## src/rtl/clkdiv_pkg.sv

```systemverilog
package clkdiv_pkg;

  // Default width of the divide code field
  localparam int unsigned DEF_CODE_W = 7;

  // Classification of one control-register write
  typedef enum logic [1:0] {
    WR_IDLE   = 2'd0,  // no write this cycle
    WR_ARM    = 2'd1,  // enable goes 0 -> 1, code is taken
    WR_KEEP   = 2'd2,  // enable stays 1, code is refused
    WR_DISARM = 2'd3   // enable cleared, code is refused
  } wr_act_e;

endpackage

```

## src/rtl/clkdiv_rst_sync.sv

```systemverilog
module clkdiv_rst_sync (
  input  logic clk,
  input  logic rst_n,
  output logic rst_sync_n
);

  logic [1:0] sync_q;

  // Assert asynchronously, release through two flops
  always_ff @(posedge clk or negedge rst_n) begin
    if (!rst_n) begin
      sync_q <= 2'b00;
    end else begin
      sync_q <= {sync_q[0], 1'b1};
    end
  end

  assign rst_sync_n = sync_q[1];

endmodule

```

## src/rtl/clkdiv_ctrl_reg.sv

```systemverilog
module clkdiv_ctrl_reg #(
  parameter int unsigned CODE_W = clkdiv_pkg::DEF_CODE_W
) (
  input  logic              clk,
  input  logic              rst_n,
  input  logic              wr_en,
  input  logic [CODE_W:0]   wr_data,
  output logic              en_o,
  output logic [CODE_W-1:0] code_o,
  output logic              arm_o
);
  import clkdiv_pkg::*;

  logic              en_q,   en_d;
  logic [CODE_W-1:0] code_q, code_d;
  logic              en_ce,  code_ce;
  wr_act_e           act;

  // Classify the write against the stored enable
  always_comb begin
    if (!wr_en) begin
      act = WR_IDLE;
    end else if (!wr_data[CODE_W]) begin
      act = WR_DISARM;
    end else if (!en_q) begin
      act = WR_ARM;
    end else begin
      act = WR_KEEP;
    end
  end

  // Next state and clock enables
  always_comb begin
    en_d    = en_q;
    code_d  = code_q;
    en_ce   = 1'b0;
    code_ce = 1'b0;
    unique case (act)
      WR_ARM: begin
        en_d    = 1'b1;
        code_d  = wr_data[CODE_W-1:0];
        en_ce   = 1'b1;
        code_ce = 1'b1;
      end
      WR_DISARM: begin
        en_d  = 1'b0;
        en_ce = 1'b1;
      end
      default: begin
      end
    endcase
  end

  always_ff @(posedge clk or negedge rst_n) begin
    if (!rst_n) begin
      en_q <= 1'b0;
    end else if (en_ce) begin
      en_q <= en_d;
    end
  end

  always_ff @(posedge clk or negedge rst_n) begin
    if (!rst_n) begin
      code_q <= '0;
    end else if (code_ce) begin
      code_q <= code_d;
    end
  end

  assign en_o   = en_q;
  assign code_o = code_q;
  assign arm_o  = (act == WR_ARM);


  arm_latch_chk: assert property (@(posedge clk) disable iff (!rst_n)
    (wr_en && wr_data[CODE_W] && !en_q) |=>
      (en_q && code_q == $past(wr_data[CODE_W-1:0])));


  code_lock_chk: assert property (@(posedge clk) disable iff (!rst_n)
    !(wr_en && wr_data[CODE_W] && !en_q) |=> $stable(code_q));


  disarm_chk: assert property (@(posedge clk) disable iff (!rst_n)
    (wr_en && !wr_data[CODE_W]) |=> !en_q);


  idle_hold_chk: assert property (@(posedge clk) disable iff (!rst_n)
    !wr_en |=> ($stable(en_q) && $stable(code_q)));

endmodule

```

## src/rtl/clkdiv_pulse_ctr.sv

```systemverilog
module clkdiv_pulse_ctr #(
  parameter int unsigned CODE_W = clkdiv_pkg::DEF_CODE_W
) (
  input  logic              clk,
  input  logic              rst_n,
  input  logic              en_i,
  input  logic [CODE_W-1:0] code_i,
  input  logic              load_i,
  input  logic [CODE_W-1:0] load_code_i,
  output logic              pulse_o
);

  // Divisor is (2**CODE_W + 1) - code; the counter runs from divisor-1 down to 0
  localparam int unsigned DIV_MAX = (1 << CODE_W) + 1;
  localparam int unsigned CNT_W   = $clog2(DIV_MAX + 1);
  localparam logic [CNT_W-1:0] TOP_M1 = CNT_W'(DIV_MAX - 1);

  logic [CNT_W-1:0] cnt_q, cnt_d;
  logic [CNT_W-1:0] run_m1, load_m1;
  logic             at_zero;

  assign run_m1  = TOP_M1 - CNT_W'(code_i);
  assign load_m1 = TOP_M1 - CNT_W'(load_code_i);
  assign at_zero = (cnt_q == '0);

  always_comb begin
    if (load_i) begin
      cnt_d = load_m1;
    end else if (!en_i) begin
      cnt_d = '0;
    end else if (at_zero) begin
      cnt_d = run_m1;
    end else begin
      cnt_d = cnt_q - 1'b1;
    end
  end

  always_ff @(posedge clk or negedge rst_n) begin
    if (!rst_n) begin
      cnt_q <= '0;
    end else begin
      cnt_q <= cnt_d;
    end
  end

  assign pulse_o = !en_i || at_zero;


  restart_chk: assert property (@(posedge clk) disable iff (!rst_n)
    load_i |=> (cnt_q == $past(load_m1)));


  reload_chk: assert property (@(posedge clk) disable iff (!rst_n)
    (en_i && at_zero && !load_i) |=> (cnt_q == $past(run_m1)));


  cnt_range_chk: assert property (@(posedge clk) disable iff (!rst_n)
    en_i |-> (cnt_q <= run_m1));

endmodule

```

## src/rtl/mclk_divider.sv

```systemverilog
module mclk_divider #(
  parameter int unsigned CODE_W = clkdiv_pkg::DEF_CODE_W,
  localparam int unsigned REG_W = CODE_W + 1
) (
  input  logic             clk,
  input  logic             rst_n,
  input  logic             wr_en,
  input  logic [REG_W-1:0] wr_data,
  output logic [REG_W-1:0] rd_data,
  output logic             clk_en_o
);

  logic              rst_sync_n;
  logic              en;
  logic [CODE_W-1:0] code;
  logic              arm;

  clkdiv_rst_sync u_rst_sync (
    .clk        (clk),
    .rst_n      (rst_n),
    .rst_sync_n (rst_sync_n)
  );

  clkdiv_ctrl_reg #(.CODE_W(CODE_W)) u_ctrl (
    .clk     (clk),
    .rst_n   (rst_sync_n),
    .wr_en   (wr_en),
    .wr_data (wr_data),
    .en_o    (en),
    .code_o  (code),
    .arm_o   (arm)
  );

  clkdiv_pulse_ctr #(.CODE_W(CODE_W)) u_ctr (
    .clk         (clk),
    .rst_n       (rst_sync_n),
    .en_i        (en),
    .code_i      (code),
    .load_i      (arm),
    .load_code_i (wr_data[CODE_W-1:0]),
    .pulse_o     (clk_en_o)
  );

  assign rd_data = {en, code};


  passthru_chk: assert property (@(posedge clk) disable iff (!rst_sync_n)
    (wr_en && !wr_data[CODE_W]) |=> clk_en_o);


  first_gap_chk: assert property (@(posedge clk) disable iff (!rst_sync_n)
    arm |=> !clk_en_o);

endmodule

```

## config.mk

```make
export PLATFORM = sky130hd
export DESIGN_NAME = mclk_divider
export DESIGN_NICKNAME = d
export VERILOG_FILES = /design/src/rtl/clkdiv_pkg.sv /design/src/rtl/clkdiv_rst_sync.sv /design/src/rtl/clkdiv_ctrl_reg.sv /design/src/rtl/clkdiv_pulse_ctr.sv /design/src/rtl/mclk_divider.sv
export SDC_FILE = /design/constraint.sdc
export NUM_CORES = 1
export LEC_CHECK = 0
export BUFFER_PORTS_ARGS = -buffer_cell sky130_fd_sc_hd__clkbuf_2
export CORE_UTILIZATION = 50
export CTS_CLUSTER_DIAMETER = 50
export CTS_CLUSTER_SIZE = 14
export DETAILED_ROUTE_END_ITERATION = 6
export GPL_TIMING_DRIVEN = 0
export PLACE_DENSITY = 0.85
export SETUP_SLACK_MARGIN = 0.15
export SLEW_MARGIN = 20
export SYNTH_ARGS = -nofsm -noshare
export SYNTH_HDL_FRONTEND = slang
export SYNTH_SLANG_ARGS = --single-unit
```

## constraint.sdc

```tcl
create_clock -name clk -period 1.3 [get_ports clk]
set_input_delay 0.065 -clock clk [delete_from_list [all_inputs] [get_ports clk]]
set_output_delay 0.065 -clock clk [all_outputs]
set_load 0.01 [all_outputs]
```

After elaboration in Yosys (flattened, before gate mapping)
Index checks and enable logic that the tools add are counted.

Logic and storage cells: 25. Output and inout bits: 9. Flip-flop bits (word level): 18. Input bits: 11.

Equal/unequal tests: 2. Add/sub/neg operators: 3. Reduce and logical (&&, ||, !) cells: 7. Muxes and demuxes: 9.

Operators by type and width (number): 2-to-1 mux 8 bit (3); subtractor 8 x 7 -> 8 bit (first input constant) (2); logical NOT 8 bit (1); subtractor 8 x 1 -> 8 bit (second input constant) (1); 2-to-1 mux 2 bit (3); AND reduction 2 bit (2); == test 2 x 1 -> 1 bit (second input constant) (1); == test 2 bit (second input constant) (1); 2-to-1 mux 1 bit (2); one-hot mux 1 bit (2 select lines) (1); nonzero test 2 bit (1); OR reduction 2 bit (1); logical NOT 1 bit (1); logical OR 1 bit (1).

Longest topological paths before layout
Gate-level depths: netlist of the first run.

Depth after elaboration: 7. Depth in mapped cells: 6. Mapped depth without buffers: 6.

Modules after synthesis
A second synthesis of the first run with hierarchy kept.

Cells, all modules: 112. Area, all modules: 1137.3 sq um.

By module, submodules not included: clkdiv_pulse_ctr (cells an instance 90, instances 1, area an instance 762.0 sq um, seq. area each 200.2 sq um); clkdiv_ctrl_reg (cells an instance 18, instances 1, area an instance 314.1 sq um, seq. area each 200.2 sq um); clkdiv_rst_sync (cells an instance 3, instances 1, area an instance 53.8 sq um, seq. area each 50.0 sq um); mclk_divider (cells an instance 1, instances 1, area an instance 7.5 sq um, seq. area each 0.0 sq um).

Worst setup path before layout of the first run
No wires, ideal clock.

Path kind: register -> register. From: reg u_ctr.cnt_q[0]. To: reg u_ctr.cnt_q[1]. Setup slack: -0.300 ns. Setup time: 0.122 ns. Data required time: 1.178 ns. Clock period less this slack: 1.600 ns. Path buffers: 0. Data arrival time: 1.479 ns. Stages on the path, launching flop included: 7. Cell sequence: dfrtp_1 > inv_1 > ha_1 > nor4b_4 > nand2_4 > or2_0 > a32o_1.

Longest elaborated chain between the ends: 4. Elaborated cells between the ends (all ways): 5. Those cells by class: 1 x add/sub; 3 x mux; 1 x reduce/logical.

RTL lines: from (decl) (line clkdiv_pulse_ctr.sv:18) `logic [CNT_W-1:0] cnt_q, cnt_d;`; from (signal assigned) (line clkdiv_pulse_ctr.sv:42) `cnt_q <= cnt_d;`; subtractor 8 x 1 -> 8 bit / logical NOT 8 bit (equally long branches) (line clkdiv_pulse_ctr.sv:34, clkdiv_pulse_ctr.sv:24); 2-to-1 mux 8 bit (*) (line clkdiv_pulse_ctr.sv:31) `end else if (at_zero) begin`; 2-to-1 mux 8 bit (*) (line clkdiv_pulse_ctr.sv:29) `end else if (!en_i) begin`; 2-to-1 mux 8 bit (*) (line clkdiv_pulse_ctr.sv:27) `if (load_i) begin`; via u_ctr.cnt_d[1] (line clkdiv_pulse_ctr.sv:18).

The timed path passes the listed nets; every way through them passes the cells marked *. A chain may end at the register's enable or synchronous reset.

Final worst setup path of the first run
Same ends and word-level chain as after synthesis.

==> key figures, run 1 <==
Clocking
  – Cts bufs inserted: 3
  – Clock tree sinks: 18
  – Number of H-tree levels: 1
  – Master cell of the clock root buffer: clkbuf_4
  – Latest clock arrival within the worst-skew pair: just over 0.3 ns
  – Clock tree from TritonCTS: yes
  – CTS clk-pin slew, worst paths: 0.11 ns
  – Maximum clock path buffer count: 2

Placement
  – Port Buf Inserts: 19
  – Instance area at placement: 1260 um^2
  – Inst Count DP: about 170
  – Global placement routability congestion: 0.827
  – Pre-CTS setup slack: -0.391 ns
  – Half-perimeter wire length of the detailed placement result: 1990 um

Floorplan
  – Floorplan die width: 49.1 um
  – Initial cell density of the core: 54.9%
  – Core box area: 2020 um^2
  – I/O pin total: 20
  – Area of the die: 2410 um^2
  – # rows: 16
  – Vertical die dimension: between 40 and 50 um

Routing
  – Routed length per instance: 20.2 um
  – Count of unresolved DRC violations after routing: 0
  – Via density per instance: 6.30
  – First-iteration detailed-routing DRC count: 86
  – Total number of vias: 1,223
  – Pre-antenna DRT Iters: 4
  – Number of routed nets with antenna violations: 0
  – Final wirelength: roughly 4000 um

Logic synthesis
  – Post-Synthesis Net Count: ~130
  – Number of warning messages in the yosys log: 0
  – Library cells used by synthesis: 37
  – Cell area after synthesis: 1110 um^2
  – Register area share after synthesis: 40.6%
  – Syn Area/Cell: between 9 and 10 um^2
  – Cell count after synthesis: around 120
  – Area share of the leading cell type in the synthesized netlist: 40.6%
  – Top post-synthesis cells by area: dfrtp_1 41%, nand2_1 7.8%, xnor2_1 5.5%, ha_1 4.5%, xor2_1 3.9%
  – Cell type with the largest total area after synthesis: dfrtp_1
  – Synthesis-stage register bit count: 18

Layout
  – Filler cells: 112
  – Final net count: 183
  – Fin area: 1580 um^2
  – Most frequent cells in the layout: 22 x nand2_1, 21 x buf_4, 18 x clkbuf_2
  – Share of cells above drive strength 1: 41.9%
  – Post-route non-filler standard cell count: 194
  – Number of antenna repair diodes: 0
  – Area growth from synthesis to final layout: 42.6%
  – Commonest non-fill, non-tap cell in the layout: nand2_1

Global route
  – Global-route wire length before repair: 4910 um
  – Number of global-route vias before repair: 1,059
  – Global-route congestion overflow total: 0
  – Total routing resource utilization after global routing: 27.4%
  – Maximum number of pins on one net before global-route repair: 17
  – Number of antenna violations at the first check in global routing: 0

STA
  – Post-route fraction of the period consumed by the critical path: 137%
  – Post-route setup slack: -0.475 ns
  – Setup repair after global routing missed its margin: true
  – Worst slew pin tran: 0.669 ns
  – Max-slew violation count: 0
  – Final worst path period need: 1.78 ns
  – Slew headroom: 55.4%
  – Clk_skew: 0.00107 ns
  – F_max: 0.563 GHz
  – Accumulated negative setup slack: -3.13 ns
  – Final setup vio count: 9
  – Final Hold Violating Endpoints: 0

Worst setup path
  – Source of the worst register-to-register timing path: u_ctr.cnt_q[0]
  – Crit path required time: around 1.5 ns
  – Buffers & Inverters on Critical Path: 1
  – Crit end category: flip-flop
  – Worst setup path class: flip-flop to flip-flop
  – Reg2Reg Capture Point: u_ctr.cnt_q[1]
  – Biggest fanout along the worst timing path: 8
  – Library cell contributing the largest single delay on the critical path: dfrtp_1
  – Startpoint type of the worst setup path: flip-flop
  – Arrival time at the worst endpoint: 1.97 ns
  – Cell depth of the worst flop-to-flop path: 6
  – Worst path max stage delay: 0.42 ns
  – Series of cell instances along the critical path: inv_2, ha_4, nor4b_4, nand2_4, or2_0, a32o_1
  – Family with the most delay on the worst path: simple AND/OR/NAND/NOR gates
  – FF-to-FF setup slack: -0.48 ns

Power and ir drop
  – Static power due to leakage: between 0.0007 and 0.0008 uW
  – Pwr/cell area: 2010 nW/um^2
  – Maximum ir drop on the vdd rail: roughly 1400 uV
  – Post-layout power: 3190 uW

Status
  – Violations in the final reports: setup timing
  – Result of the run: complete, but fails checks

Min path
  – Worst hold path cell count: 3
  – Worst-case hold path end point: u_ctrl.code_o[3]
  – Worst min-delay path startpoint: wr_data[3]
  – Worst hold path class: input pin to flip-flop

Job
  – # Max-Cap Violations: 0
==> metal layers <==
metal / wire, um / track usage (%) / vias to the layer above
li1: - / - / 515
met1: 1400 / 32.4 / 586
met2: 1940 / 46.3 / 96
met3: 310 / 3.74 / 26
met4: 261 / 17.6 / 0
met5: 0 / 0 / -
==> worst register-to-register path: cells and delay by family, from the launching register on <==
kind                       cells  cell delay, ns
AOI/OAI and AO/OA              1            0.29
adders and majority gates      1            0.13
buffers and inverters          1            0.10
DFF                            1            0.42
and+or+nand+nor                3            0.72
==> power breakdown <==
| part | total, uW | internal (uW) | switching [uW] | leakage [uW] |
|---|---|---|---|---|
| combinational | 1830 | 930 | 901 | 0.000523 |
| clock | 363 | 171 | 192 | 0.0000210 |
| sequential | 994 | 721 | 273 | 0.000221 |
==> flip-flops by register name, indices dropped and copies added, names as in the netlist <==
register           flops
u_rst_sync.sync_q      2
u_ctrl.code_o          7
u_ctrl.en_o            1
u_ctr.cnt_q            8
==> cells by family after synthesis <==
family	after synthesis	share of synthesized area, %
buf+inv	10	3.72
mux	3	2.71
xor+xnor	12	9.47
fa+ha+maj	4	4.51
simple gates	51	26.5
flops	18	40.6
compound gates	20	12.2
other cells	1	0.338
==> worst max-delay path by stage <==
stage	start	endpoint	cells past startpoint
2_1_floorplan	u_ctr.cnt_q[1]	u_ctr.cnt_q[1]	6
3_3_place_gp	u_ctr.cnt_q[0]	u_ctr.cnt_q[1]	6
3_5_place_dp	u_ctr.cnt_q[1]	u_ctr.cnt_q[1]	6
4_1_cts	u_ctr.cnt_q[0]	u_ctr.cnt_q[1]	6
5_1_grt	u_ctr.cnt_q[0]	u_ctr.cnt_q[1]	6
6_report	u_ctr.cnt_q[0]	u_ctr.cnt_q[1]	6
==> final cells by class <==
cell class	count	area, um^2	area share [%]
repair buffers	44	297	18.7
multi-input cells	91	707	44.7
inverters	8	35.0	2.21
well taps	27	33.8	2.13
plain buffers	2	18.8	1.19
clock buffers	4	36.3	2.29
flip-flops and latches	18	455	28.8
==> repair_timing <==
action	4_1_cts	5_1_grt
buffers inserted	11	9
hold endpoints to repair	4	0
hold buffers	4	0
resized for setup	9	18
setup endpoints to repair	16	16
pin swaps	3	0
cloned	0	1
==> synth_stat cells, drive strengths merged <==
library cell  count
nor3b             2
mux2i             3
or4               1
a21oi             5
xnor2             7
a21o              1
o21ai             4
xor2              5
nand3             3
and3              1
nor2              4
nor4b             3
o31ai             2
inv               8
nor4              4
a32o              1
buf               1
and4              1
a221o             2
o41ai             1
o21bai            1
o22ai             2
nand2            24
nor3              6
conb              1
a22o              1
dfrtp            18
or2               2
clkbuf            1
ha                4
==> metrics by stage <==
stage | hold WS [ns] | util (%)
after floorplan | -0.231 | -
after global placement | -0.149 | 62.3
after detailed placement | -0.146 | 62.3
after CTS | 0.000923 | 72.2
after global routing | 0.0318 | 78.3
final | 0.0166 | 78.3
No activity file was read; power rests on OpenSTA's default activity.
==> run 2: changes to the inputs <==
Settings changed: CORE_UTILIZATION 50 to 25, PLACE_DENSITY 0.85 to unset, PLACE_DENSITY_LB_ADDON set to 0.2.
==> key figures, run 2 (same netlist as run 1, synthesis figures left out) <==
Status
  – Result of the run: complete, but fails checks
  – Violations in the final reports: setup timing

Layout
  – Final net count: 173 (-5.5%)
  – Number of antenna repair diodes: 0 (unchanged)
  – Most frequent cells in the layout: 22 x nand2_1, 18 x clkbuf_2, 14 x dfrtp_1
  – Top reg by flops: u_ctr.cnt_q
  – Max FFs per register: 8 (unchanged)
  – Share of cells above drive strength 1: 40.1% (-1.8 points)
  – Area growth from synthesis to final layout: 40.1%
  – Commonest non-fill, non-tap cell in the layout: nand2_1
  – Filler cells: 437 (+290%)
  – Post-route non-filler standard cell count: 207 (+6.7%)

Routing
  – Routed length per instance: 13.7 um (-32%)
  – Final wirelength: 2840 um (-28%)
  – Pre-antenna DRT Iters: 2 (-2)
  – Number of routed nets with antenna violations: 0 (unchanged)
  – First-iteration detailed-routing DRC count: 13 (-85%)
  – Total number of vias: 969 (-21%)
  – Via density per instance: 4.68 (-26%)
  – Count of unresolved DRC violations after routing: 0 (unchanged)

Placement
  – Inst Count DP: 188 (+14%)
  – Port Buf Inserts: 19 (unchanged)
  – Global placement routability congestion: 0.785 (-5.0%)
  – Half-perimeter wire length of the detailed placement result: 2060 um (+3.4%)

Worst setup path
  – Library cell contributing the largest single delay on the critical path: dfrtp_1
  – Worst Setup SP: u_ctr.cnt_q[0]
  – Crit path required time: 1.44 ns (-0.05 ns)
  – Series of cell instances along the critical path: inv_2, ha_4, nor4b_4, nand2_4, or2_0, a32o_1
  – Worst path max stage delay: 0.40 ns (-0.02 ns)
  – Source of the worst register-to-register timing path: u_ctr.cnt_q[0]
  – Crit end category: flip-flop
  – Worst setup path class: flip-flop to flip-flop
  – Biggest fanout along the worst timing path: 6 (-2)
  – Cell depth of the worst flop-to-flop path: 6 (unchanged)
  – Crit path depth: 6 (unchanged)
  – FF-to-FF setup slack: -0.34 ns (+0.14 ns)
  – Capture point of the worst path: u_ctr.cnt_q[1]
  – Startpoint type of the worst setup path: flip-flop
  – Family with the most delay on the worst path: simple AND/OR/NAND/NOR gates
  – Arrival time at the worst endpoint: 1.78 ns (-0.19 ns)
  – Buffers & Inverters on Critical Path: 1 (unchanged)
  – Reg2Reg Capture Point: u_ctr.cnt_q[1]

Floorplan
  – Initial cell density of the core: 26.8% (-28 points)
  – Core box area: 4140 um^2 (+100%)
  – # rows: 23 (+7)
  – Floorplan die width: 68.6 um (+40%)
  – I/O pin total: 20 (unchanged)
  – Area of the die: 4710 um^2 (+95%)
  – Vertical die dimension: 68.6 um (+40%)

Power and ir drop
  – Post-layout power: 2980 uW (-6.6%)
  – Static power due to leakage: 0.000725 uW (-5.3%)
  – Maximum ir drop on the vdd rail: 699 uV (-51%)
  – Pwr/cell area: 1910 nW/um^2 (-4.9%)

STA
  – Clk_skew: 0.00104 ns (-0.0000361 ns)
  – F_max: 0.610 GHz (+8.3%)
  – Max-slew violation count: 0 (unchanged)
  – Post-route setup slack: -0.339 ns (+0.136 ns)
  – Final worst path period need: 1.64 ns (-0.136 ns)
  – Final setup vio count: 9 (unchanged)
  – Worst slew pin tran: 0.686 ns (+0.0171 ns)
  – Setup repair after global routing missed its margin: true
  – Post-route fraction of the period consumed by the critical path: 126% (-10 points)
  – Slew headroom: 54.2% (-1.1 points)
  – Final Hold Violating Endpoints: 0 (unchanged)

Clocking
  – Clock tree from TritonCTS: yes
  – Master cell of the clock root buffer: clkbuf_8
  – Maximum clock path buffer count: 2 (unchanged)
  – Latest clock arrival within the worst-skew pair: 0.25 ns (-0.06 ns)
  – CTS clk-pin slew, worst paths: 0.07 ns (-0.04 ns)
  – Cts bufs inserted: 3 (unchanged)
  – Number of H-tree levels: 1 (unchanged)
  – Clock tree sinks: 18 (unchanged)

Min path
  – Worst hold path class: input pin to flip-flop
  – Worst hold path cell count: 3 (unchanged)

Global route
  – Total routing resource utilization after global routing: 13.6% (-14 points)
  – Number of antenna violations at the first check in global routing: 0 (unchanged)
  – Maximum number of pins on one net before global-route repair: 17 (unchanged)
  – Number of global-route vias before repair: 949 (-10%)
  – Global-route wire length before repair: 4620 um (-5.9%)
  – Global-route congestion overflow total: 0 (unchanged)

Job
  – # Max-Cap Violations: 0 (unchanged)
## run 2: cell types whose count changed in the layout (fill, tap and decap cells not counted), sizes merged
cell / change
buf: -7
dlygate4sd3: -3
## run 2: metal layers
layer  track usage [%]  routed length (um)  up-vias
met3              1.64                  75        2
met5                 0                   0        -
met1              16.8                1320      461
li1                  -                   -      492
met4              4.69                  21        0
met2              24.1                1420       14
## run 2: worst min-delay path, stage by stage
cell and delay (ns):
clkbuf_2 0.11, nand2_1 0.06, nand2_1 0.04
## run 2: area by class of cell
| cell class | instances | area (um^2) | area share (%) |
|---|---|---|---|
| tap | 50 | 62.6 | 4.02 |
| clock buffer | 4 | 45.0 | 2.90 |
| multi-input combinational | 91 | 707 | 45.5 |
| inverter | 8 | 35.0 | 2.25 |
| buffer | 2 | 22.5 | 1.45 |
| sequential | 18 | 455 | 29.3 |
| timing repair buffer | 34 | 228 | 14.6 |
## run 2: timing repair
item | in CTS | in global routing
gates cloned | 0 | 0
hold buffers | 1 | 0
gates resized for setup | 18 | 9
endpoints found under the setup margin | 16 | 13
endpoints found under the hold margin | 2 | 0
buffers inserted | 11 | 3
pin swaps | 2 | 4
## run 2: stage by stage
step,area [um^2],hold slack [ns],worst slack [ns],TNS [ns],util [%]
after CTS,1500,0.0521,-0.325,-2.11,36.3
after global placement,1290,-0.148,-0.392,-2.24,31.1
after floorplan,1130,-0.231,-0.276,-1.00,-
after global routing,1560,0.0547,-0.422,-3.08,37.5
final,1560,0.0533,-0.339,-2.34,37.5
after detailed placement,1290,-0.146,-0.407,-2.49,31.1
## run 2: how the worst min path moves through the flow
stage,from,to
floorplan,rst_n,u_rst_sync.sync_q[0]
global placement,rst_n,u_rst_sync.sync_q[0]
detailed placement,rst_n,u_rst_sync.sync_q[0]
CTS,wr_data[6],u_ctrl.code_o[6]
global route,wr_data[6],u_ctrl.code_o[6]
finish,wr_data[6],u_ctrl.code_o[6]
## run 2: where the power goes
part           internal, uW  total, uW  switching (uW)
clock                   217        401             184
sequential              722        973             250
combinational           857       1600             746
total                  1800       2980            1180
==> run 3: changes to the inputs <==
Settings changed: ABC_AREA set to 1.
Clock period 1.3 ns to 1.95 ns, I/O delays scaled along.
==> key figures, run 3 <==
Status
  – Result of the run: completed

STA
  – Slew headroom: 54.4% (+0.13 points)
  – Final worst path period need: 1.59 ns
  – Worst slew pin tran: 0.684 ns (-0.00200 ns)
  – F_max: ~0.63 GHz
  – Max-slew violation count: 0 (unchanged)
  – Clk_skew: 0.00519 ns (+0.00416 ns)
  – Post-route fraction of the period consumed by the critical path: 81.6%
  – Final Hold Violating Endpoints: 0 (unchanged)
  – Final setup vio count: 0 (-9)
  – Accumulated negative setup slack: 0 ns (+2.34 ns)
  – Setup repair after global routing missed its margin: false

Power and ir drop
  – Static power due to leakage: 0.000718 uW (-1.1%)
  – Cell Int Power: 937 uW (-48%)
  – Share of total power in sequential cells: 35.2% (+2.5 points)
  – Sw Ratio: 42.0% (+2.4 points)
  – Pwr/cell area: 1190 nW/um^2 (-38%)
  – Maximum ir drop on the vdd rail: 333 uV (-52%)
  – Relative contribution of the clock network to total power: 19.0% (+5.5 points)
  – Combinational cell fraction of total power: 45.8% (-8.0 points)
  – Switching component of the power: 679 uW (-43%)

Floorplan
  – I/O pin total: 20 (unchanged)
  – Core box area: 4350 um^2 (+5.1%)
  – Vertical die dimension: 69.3 um (+0.93%)
  – Floorplan die width: 69.3 um (+0.93%)
  – Area of the die: 4800 um^2 (+1.9%)
  – # rows: 24 (+4.3%)
  – Initial cell density of the core: 26.0% (-0.80 points)

Clocking
  – Cts bufs inserted: 3 (unchanged)
  – Master cell of the clock root buffer: clkbuf_8
  – Total setup buffers inserted after CTS: 0 (-11)
  – Latest clock arrival within the worst-skew pair: 0.25 ns (about the same)
  – Clock tree from TritonCTS: yes
  – Number of resized instances in the post-cts repair step: 0 (-18)
  – Number of H-tree levels: 1 (unchanged)
  – Maximum clock path buffer count: 2 (unchanged)
  – Clock tree sinks: 18 (unchanged)
  – CTS clk-pin slew, worst paths: 0.07 ns (about the same)

Routing
  – Count of unresolved DRC violations after routing: 0 (unchanged)
  – Routed length per instance: 10.9 um (-20%)
  – First-iteration detailed-routing DRC count: 16 (+3)
  – Pre-antenna DRT Iters: 4 (+2)
  – Total number of vias: 1,042 (+7.5%)
  – Number of routed nets with antenna violations: 0 (unchanged)
  – Via density per instance: 4.40 (-6.1%)
  – Final wirelength: 2580 um (-8.9%)

Logic synthesis
  – Cell type with the largest total area after synthesis: dfrtp_1
  – Top post-synthesis cells by area: dfrtp_1 40%, nand2_1 15%, nand3_1 8.4%, inv_1 7.6%, nor2_1 5.6%
  – Commonest cells in the netlist: 44 x nand2_1, 23 x inv_1, 19 x nand3_1
  – EDFF count, synth: 0 (unchanged)
  – Syn Area/Cell: 7.03 um^2 (-25%)
  – Synthesis-stage register bit count: 18 (unchanged)
  – Leading register cell type out of synthesis: dfrtp_1
  – Cell area after synthesis: 1130 um^2 (+1.9%)
  – Cell count after synthesis: 161 (+35%)
  – Register area share after synthesis: 39.8% (-0.76 points)
  – Number of warning messages in the yosys log: 0 (unchanged)
  – Synth async-reset ratio: 100% (unchanged)
  – Area share of the leading cell type in the synthesized netlist: 39.8% (-0.76 points)
  – Most numerous cell in the Yosys netlist: nand2_1
  – Post-Synthesis Net Count: 176 (+31%)
  – Library cells used by synthesis: 22 (-41%)

Worst setup path
  – Buffers & Inverters on Critical Path: 3 (+2)
  – Crit path depth: 7 (+1)
  – Family with the most delay on the worst path: flip-flops
  – Worst path max stage delay: 0.36 ns (-0.04 ns)
  – Crit end category: output port
  – Source of the worst register-to-register timing path: u_ctrl.code_o[0]
  – Worst setup path class: flip-flop to output port
  – Crit path required time: 1.85 ns (+0.41 ns)
  – Biggest fanout along the worst timing path: 6 (unchanged)
  – Arrival time at the worst endpoint: 1.49 ns (-0.29 ns)
  – Library cell contributing the largest single delay on the critical path: dfrtp_1
  – Cell depth of the worst flop-to-flop path: 6 (unchanged)
  – FF-to-FF setup slack: 0.57 ns (+0.91 ns)
  – Series of cell instances along the critical path: inv_1, ha_1, nand2_2, nor2_4, nor2_2, inv_2, clkbuf_2
  – Startpoint type of the worst setup path: flip-flop
  – Reg2Reg Capture Point: u_ctr.cnt_q[4]

Global route
  – Number of global-route vias before repair: 1,011 (+6.5%)
  – Global-route congestion overflow total: 0 (unchanged)
  – Number of antenna violations at the first check in global routing: 0 (unchanged)
  – Total routing resource utilization after global routing: 12.0% (-1.6 points)
  – Global-route wire length before repair: 4650 um (+0.58%)
  – Maximum number of pins on one net before global-route repair: 17 (unchanged)

Min path
  – Worst hold path class: input pin to flip-flop
  – Worst hold path cell count: 2 (-1)
  – Worst min-delay path startpoint: wr_en
  – Worst-case hold path end point: u_ctrl.en_o

Job
  – # Max-Cap Violations: 0 (unchanged)

Layout
  – Share of cells above drive strength 1: 17.8% (-22 points)
  – Number of antenna repair diodes: 0 (unchanged)
  – Commonest non-fill, non-tap cell in the layout: nand2_1
  – Max FFs per register: 8 (unchanged)
  – Final net count: 201 (+16%)
  – Post-route non-filler standard cell count: 237 (+14%)
  – Final Core Density: 31.1% (-6.4 points)
  – Most frequent cells in the layout: 44 x nand2_1, 23 x inv_1, 19 x nand3_1, 19 x clkbuf_2, 18 x dfrtp_1
  – Top reg by flops: u_ctr.cnt_q
  – Area growth from synthesis to final layout: 19.9%

Placement
  – Global placement routability congestion: 0.778 (-0.92%)
  – Half-perimeter wire length of the detailed placement result: 2090 um (+1.6%)
  – Port Buf Inserts: 19 (unchanged)
  – Inst Count DP: 232 (+23%)
-- run 3: cell types whose count changed after synthesis, moves of 4 or more --
| cell | before | now |
|---|---|---|
| nand2_1 | 23 | 44 |
| nand4_1 | 0 | 4 |
| o21ai_0 | 1 | 11 |
| nor2_1 | 4 | 17 |
| xnor2_1 | 7 | 0 |
| nand3_1 | 3 | 19 |
| inv_1 | 7 | 23 |
| nor3_1 | 4 | 0 |
| nor4_1 | 4 | 0 |
-- run 3: worst reg2reg max path: cells and delay by family, from the launching register on --
family / cells / cell delay, ns
AND/OR/NAND/NOR: 4 / 0.51
flip-flops: 1 / 0.38
adder cells (fa/ha/maj): 1 / 0.27
buffers and inverters: 1 / 0.12
-- run 3: kinds of logic (layout without fill, tap and decap cells) --
group,count (synthesis),count (layout),synth area share (%)
compound gates,16,16,7.52
other cells,1,1,0.332
xor+xnor,3,3,2.32
flops,18,18,39.8
simple gates,92,92,36.2
buf+inv,27,51,9.40
fa+ha+maj,4,4,4.42
-- run 3: timing repair --
item | in CTS | in global routing
setup endpoints to repair | 0 | 0
hold endpoints to repair | 2 | 0
hold buffers | 1 | 0
-- run 3: power groups by stage --
stage               logic [uW]  clock network [uW]  registers, uW
floorplan                  561                   0            568
global placement           747                   0            579
detailed placement         746                   0            577
CTS                        756                 317            570
global route               879                 331            586
finish                     739                 307            569
-- run 3: how the worst max path moves through the flow --
stage	start	to	slack, ns
finish	u_ctr.cnt_q[0]	clk_en_o	0.36
CTS	u_ctr.cnt_q[0]	clk_en_o	0.32
floorplan	u_ctrl.code_o[0]	u_ctr.cnt_q[4]	0.63
global route	u_ctr.cnt_q[0]	clk_en_o	0.20
detailed placement	u_ctrl.code_o[0]	u_ctr.cnt_q[4]	0.57
global placement	u_ctr.cnt_q[0]	u_ctr.cnt_q[7]	0.57
-- run 3: layout make-up --
| type | count | area (um^2) |
|---|---|---|
| plain buffers | 2 | 12.5 |
| clock buffers | 4 | 55.1 |
| fillers | 469 | 3000 |
| inverters | 25 | 93.8 |
| multi-input cells | 116 | 574 |
| flip-flops and latches | 18 | 450 |
| well taps | 52 | 65.1 |
| repair buffers | 20 | 105 |
-- run 3: per-layer routing --
| metal | track usage (%) | up-vias | wire length [um] |
|---|---|---|---|
| li1 | - | 553 | - |
| met1 | 16.4 | 471 | 1280 |
| met2 | 20.1 | 14 | 1220 |
| met3 | 0.872 | 4 | 43 |
| met4 | 4.08 | 0 | 31 |
| met5 | 0 | - | 0 |
-- run 3: through the flow --
stage / setup slack, ns / hold slack (ns) / total power, uW / area (um^2)
6_report: 0.359 / 0.0743 / 1620 / 1360
2_1_floorplan: 0.633 / -0.198 / 1130 / 1130
3_5_place_dp: 0.566 / -0.113 / 1320 / 1290
4_1_cts: 0.324 / 0.0746 / 1640 / 1360
5_1_grt: 0.198 / 0.0823 / 1800 / 1360
3_3_place_gp: 0.569 / -0.114 / 1330 / 1290
